==> src/rtl/irq_ctrl_pkg.sv <==
package irq_ctrl_pkg;

  typedef enum logic [1:0] {
    REG_EV   = 2'd0,
    REG_MASK = 2'd1,
    REG_CLR  = 2'd2,
    REG_LVL  = 2'd3
  } reg_e;

  localparam int REGS_PER_BANK = 4;

  // bank 0 (sources 0..31) sits above bank 1 (sources 32..63)
  function automatic int bank_base(input int b);
    return (b == 0) ? 32'h20 : 32'h10;
  endfunction

endpackage

==> src/rtl/irq_bank.sv <==
module irq_bank #(
  parameter int W = 32
) (
  input  logic         clk_i,
  input  logic         rst_ni,
  input  logic [W-1:0] src_i,
  input  logic         mask_we_i,
  input  logic         clr_we_i,
  input  logic [W-1:0] wdata_i,
  output logic [W-1:0] ev_o,
  output logic [W-1:0] mask_o,
  output logic [W-1:0] lvl_o,
  output logic         pend_o
);

  logic [W-1:0] src_q, ev_q, mask_q, rise, clr;

  assign rise = src_i & ~src_q;
  assign clr  = clr_we_i ? wdata_i : '0;

  always_ff @(posedge clk_i or negedge rst_ni) begin
    if (!rst_ni) begin
      src_q  <= '0;
      ev_q   <= '0;
      mask_q <= '0;
    end else begin
      src_q <= src_i;
      ev_q  <= (ev_q & ~clr) | rise;  // new edge beats clear
      if (mask_we_i) mask_q <= wdata_i;
    end
  end

  assign ev_o   = ev_q;
  assign mask_o = mask_q;
  assign lvl_o  = src_i;
  assign pend_o = |(ev_q & mask_q);

endmodule

==> src/rtl/irq_rd_mux.sv <==
module irq_rd_mux
  import irq_ctrl_pkg::*;
#(
  parameter int W = 32
) (
  input  logic [REGS_PER_BANK-1:0] hit_i,
  input  logic [W-1:0]             ev_i,
  input  logic [W-1:0]             mask_i,
  input  logic [W-1:0]             lvl_i,
  output logic [W-1:0]             data_o
);

  always_comb begin
    data_o = '0;
    if (hit_i[REG_EV])   data_o = ev_i;
    if (hit_i[REG_MASK]) data_o = mask_i;
    if (hit_i[REG_LVL])  data_o = lvl_i;
  end

endmodule

==> src/rtl/irq_ctrl2.sv <==
module irq_ctrl2
  import irq_ctrl_pkg::*;
#(
  parameter int ADDR_W = 8,
  parameter int BANK_W = 32,
  parameter int NBANK  = 2
) (
  input  logic                    clk_i,
  input  logic                    rst_ni,
  input  logic [NBANK*BANK_W-1:0] src_i,
  input  logic                    we_i,
  input  logic                    re_i,
  input  logic [ADDR_W-1:0]       addr_i,
  input  logic [BANK_W-1:0]       wdata_i,
  output logic [BANK_W-1:0]       rdata_o,
  output logic                    irq_o
);

  localparam int NSRC = NBANK * BANK_W;

  logic [NSRC-1:0]              ev_all, mask_all;
  logic [NBANK-1:0]             pend;
  logic [NBANK-1:0][BANK_W-1:0] rd_bank;
  logic [BANK_W-1:0]            rd_next, rdata_q;

  for (genvar b = 0; b < NBANK; b++) begin : g_bank
    logic [REGS_PER_BANK-1:0] hit;
    logic [BANK_W-1:0]        lvl;

    for (genvar k = 0; k < REGS_PER_BANK; k++) begin : g_hit
      assign hit[k] = (addr_i == ADDR_W'(bank_base(b) + 4 * k));
    end

    irq_bank #(.W(BANK_W)) u_bank (
      .clk_i     (clk_i),
      .rst_ni    (rst_ni),
      .src_i     (src_i[b*BANK_W +: BANK_W]),
      .mask_we_i (we_i & hit[REG_MASK]),
      .clr_we_i  (we_i & hit[REG_CLR]),
      .wdata_i   (wdata_i),
      .ev_o      (ev_all[b*BANK_W +: BANK_W]),
      .mask_o    (mask_all[b*BANK_W +: BANK_W]),
      .lvl_o     (lvl),
      .pend_o    (pend[b])
    );

    irq_rd_mux #(.W(BANK_W)) u_rd (
      .hit_i  (hit),
      .ev_i   (ev_all[b*BANK_W +: BANK_W]),
      .mask_i (mask_all[b*BANK_W +: BANK_W]),
      .lvl_i  (lvl),
      .data_o (rd_bank[b])
    );
  end

  always_comb begin
    rd_next = '0;
    for (int b = 0; b < NBANK; b++) rd_next |= rd_bank[b];
  end

  always_ff @(posedge clk_i or negedge rst_ni) begin
    if (!rst_ni)   rdata_q <= '0;
    else if (re_i) rdata_q <= rd_next;
  end

  assign rdata_o = rdata_q;
  assign irq_o   = |pend;

endmodule

==> config.mk <==
export PLATFORM = sky130hd
export DESIGN_NAME = irq_ctrl2
export DESIGN_NICKNAME = d
export VERILOG_FILES = /design/src/rtl/irq_ctrl_pkg.sv /design/src/rtl/irq_bank.sv /design/src/rtl/irq_rd_mux.sv /design/src/rtl/irq_ctrl2.sv
export SDC_FILE = /design/constraint.sdc
export NUM_CORES = 1
export LEC_CHECK = 0
export ABC_AREA = 1
export BUFFER_PORTS_ARGS = -buffer_cell sky130_fd_sc_hd__buf_2
export CAP_MARGIN = 20
export CORE_MARGIN = 3
export CORE_UTILIZATION = 59
export DETAILED_ROUTE_END_ITERATION = 10
export MAX_ROUTING_LAYER = met4
export PLACE_DENSITY = 0.89
export SLEW_MARGIN = 20
export SYNTH_ARGS = -nofsm -noshare
export SYNTH_HDL_FRONTEND = slang
export SYNTH_HIERARCHICAL = 1
export SYNTH_SLANG_ARGS = --single-unit
==> constraint.sdc <==
create_clock -name clk_i -period 1.5 [get_ports clk_i]
set_clock_uncertainty 0.05 [all_clocks]
set_input_delay 0.075 -clock clk_i [delete_from_list [all_inputs] [get_ports clk_i]]
set_output_delay 0.075 -clock clk_i [all_outputs]
set_load 0.1 [all_outputs]
==> run metrics <==
Setup crit start kind=flop; initial core utilization=60.4%; Mean Syn Cell Area=between 8 and 9 sq um; dpl cells=1775; RePlAce Congestion=approximately 0.84; Core ar.=between 0.015 and 0.02 sq mm; nets@finish=between 1500 and 2000; grt ovf=0; max_cap viols=0; clock buffer depth=3; vias in the first global route=roughly 11000; HPWL after detailed placement=approximately 20000 microns; Layout Cells excl Fill=about 1900; Required @ worst endpoint=roughly 1400 ps; DRC=0; Reg2Reg Depth=8; slew margin rel.=between 60% and 70%; Layout area overhead=29.3%; R2R Path End=rdata_o[16]; pin count of the biggest net entering global routing=65; hold crit path type=in -> reg; Routed Antenna Nets=0; final WL=around 35000 microns; Worst-Margin Slew=around 540 ps; total track usage=between 30% and 40%; via-per-instance ratio=~5.6; first-pass GRT wire length=between 50000 and 60000 microns; hold path depth=3; Post-Syn Instances=~1400; DRT Pass-1 Iters=6; PnR Total Power=about 14 mW; min-delay src=re_i; row cnt=50; IO Port Bufs=140; fmax=approximately 490 MHz; R2R Path Start=g_bank[1].u_bank/ev_o[16]; Max IR drop VDD=~800 uV; IO Pins=141; setup TNS=-525 ps; clock transition at the registers of the reported paths=60 ps; final design utilization=between 70% and 80%; fin worst setup slack=-525 ps; initial drt markers=about 1100; synth warn=6; post-synthesis cell area=0.0113 sq mm; die extent in x=between 100 and 150 microns; initial antenna violation count=0; failing checks=setup timing; status=finished with violations; Final period util=135%; Final min period=2020 ps; count of pins over their slew limit=0; die area=between 0.02 and 0.025 sq mm; clock root buffer=clkbuf_16; syn nets=between 1000 and 1500; TritonCTS Buffers=24; share of cells above drive strength 1=about a quarter; H-tree levels=1; Avg WL per Cell=between 15 and 20 microns; clock sinks=~220; final hold vios=0; RSZ-0062 raised after global routing=yes; n_diodes=0; Crit Path Class=reg -> out; via count=10700; WP data arrival=about 1900 ps; Hold Path Sink=rdata_o[18]; reg2reg setup slack=about 80 ps; filler instances=1064; leakage power=slightly below 8 nW; PD cells=about 970 mW/mm^2; CTS tree=done; Worst-Skew Late Latency=between 500 and 600 ps; # setup viols final=1; Critical Path Sink Type=output port; Die Y=145 microns; crit path max fanout=2
worst max-delay path: stages (launching register included):
cell	delay, ps
dfrtp_1	390
nand2_1	90
nand2_2	90
nor2_4	160
nand2_1	70
nor2_1	100
nand2_1	60
or2_4	260
buf_12	170
sequential cells by signal, indices dropped and copies added (netlist names):
register / cells
g_bank.u_bank/mask_o: 64
g_bank.u_bank/ev_o: 64
rdata_o: 32
g_bank.u_bank/src_q: 64
report_power, final:
part	switching [mW]	internal (mW)	total [mW]	leakage, nW
logic	1.28	0.754	2.03	4.95
registers	0.120	6.28	6.40	2.59
clock network	2.39	3.45	5.84	0.380
placed cells by master, fill, tap and decap left out, drive strengths merged:
cell,n
nand2,436
nor2,353
buf,295
dfrtp,224
dlygate4sd3,97
inv,79
o21ai,64
mux2,64
clkbuf,42
a21oi,32
nand3,2
or2,1
clkinv,1
worst max path at each step:
stage / startpoint / to / slack [ps] / cells after the start
3_5_place_dp: g_bank[0].u_bank/mask_o[25] / irq_o / -200 / 8
3_3_place_gp: g_bank[0].u_bank/mask_o[25] / irq_o / -200 / 8
4_1_cts: g_bank[0].u_bank/mask_o[1] / irq_o / -500 / 8
2_1_floorplan: g_bank[1].u_bank/mask_o[28] / irq_o / 120 / 7
6_report: g_bank[0].u_bank/mask_o[26] / irq_o / -520 / 8
5_1_grt: g_bank[0].u_bank/mask_o[26] / irq_o / -590 / 8
per-stage QoR:
step	cell area, sq um	hold WS [ps]	worst slack [ps]
floorplan	11300	-271	121
global placement	12700	-6.27	-203
detailed placement	12700	-5.07	-200
CTS	14500	41.5	-495
global route	14700	64.7	-593
finish	14700	27.8	-525
layer usage:
layer / track usage (%) / vias up / wire (microns)
met1: 40.9 / 5046 / 13000
met4: 15.2 / 0 / 1850
met2: 55.9 / 723 / 17100
li1: - / 4742 / -
met3: 5.59 / 178 / 2810
met5: - / - / 0
layout make-up:
cell class	count	area (sq um)	share of cell area (%)
clock buffers	42	769	5.25
repair buffers	392	3140	21.4
well taps	234	293	2.00
inverters	79	297	2.02
flip-flops and latches	224	5610	38.2
multi-input cells	952	4550	31.1
clock inverters	1	5.00	0.0341
repair_timing:
action / CTS / global route
endpoints found under the setup margin: 1 / 1
endpoints found under the hold margin: 446 / 0
pin swaps: 6 / 8
gates resized for setup: 16 / 19
setup buffers: 2 / 7
hold buffers: 97 / 0
Note: power is estimated with default switching activity, not from simulation.
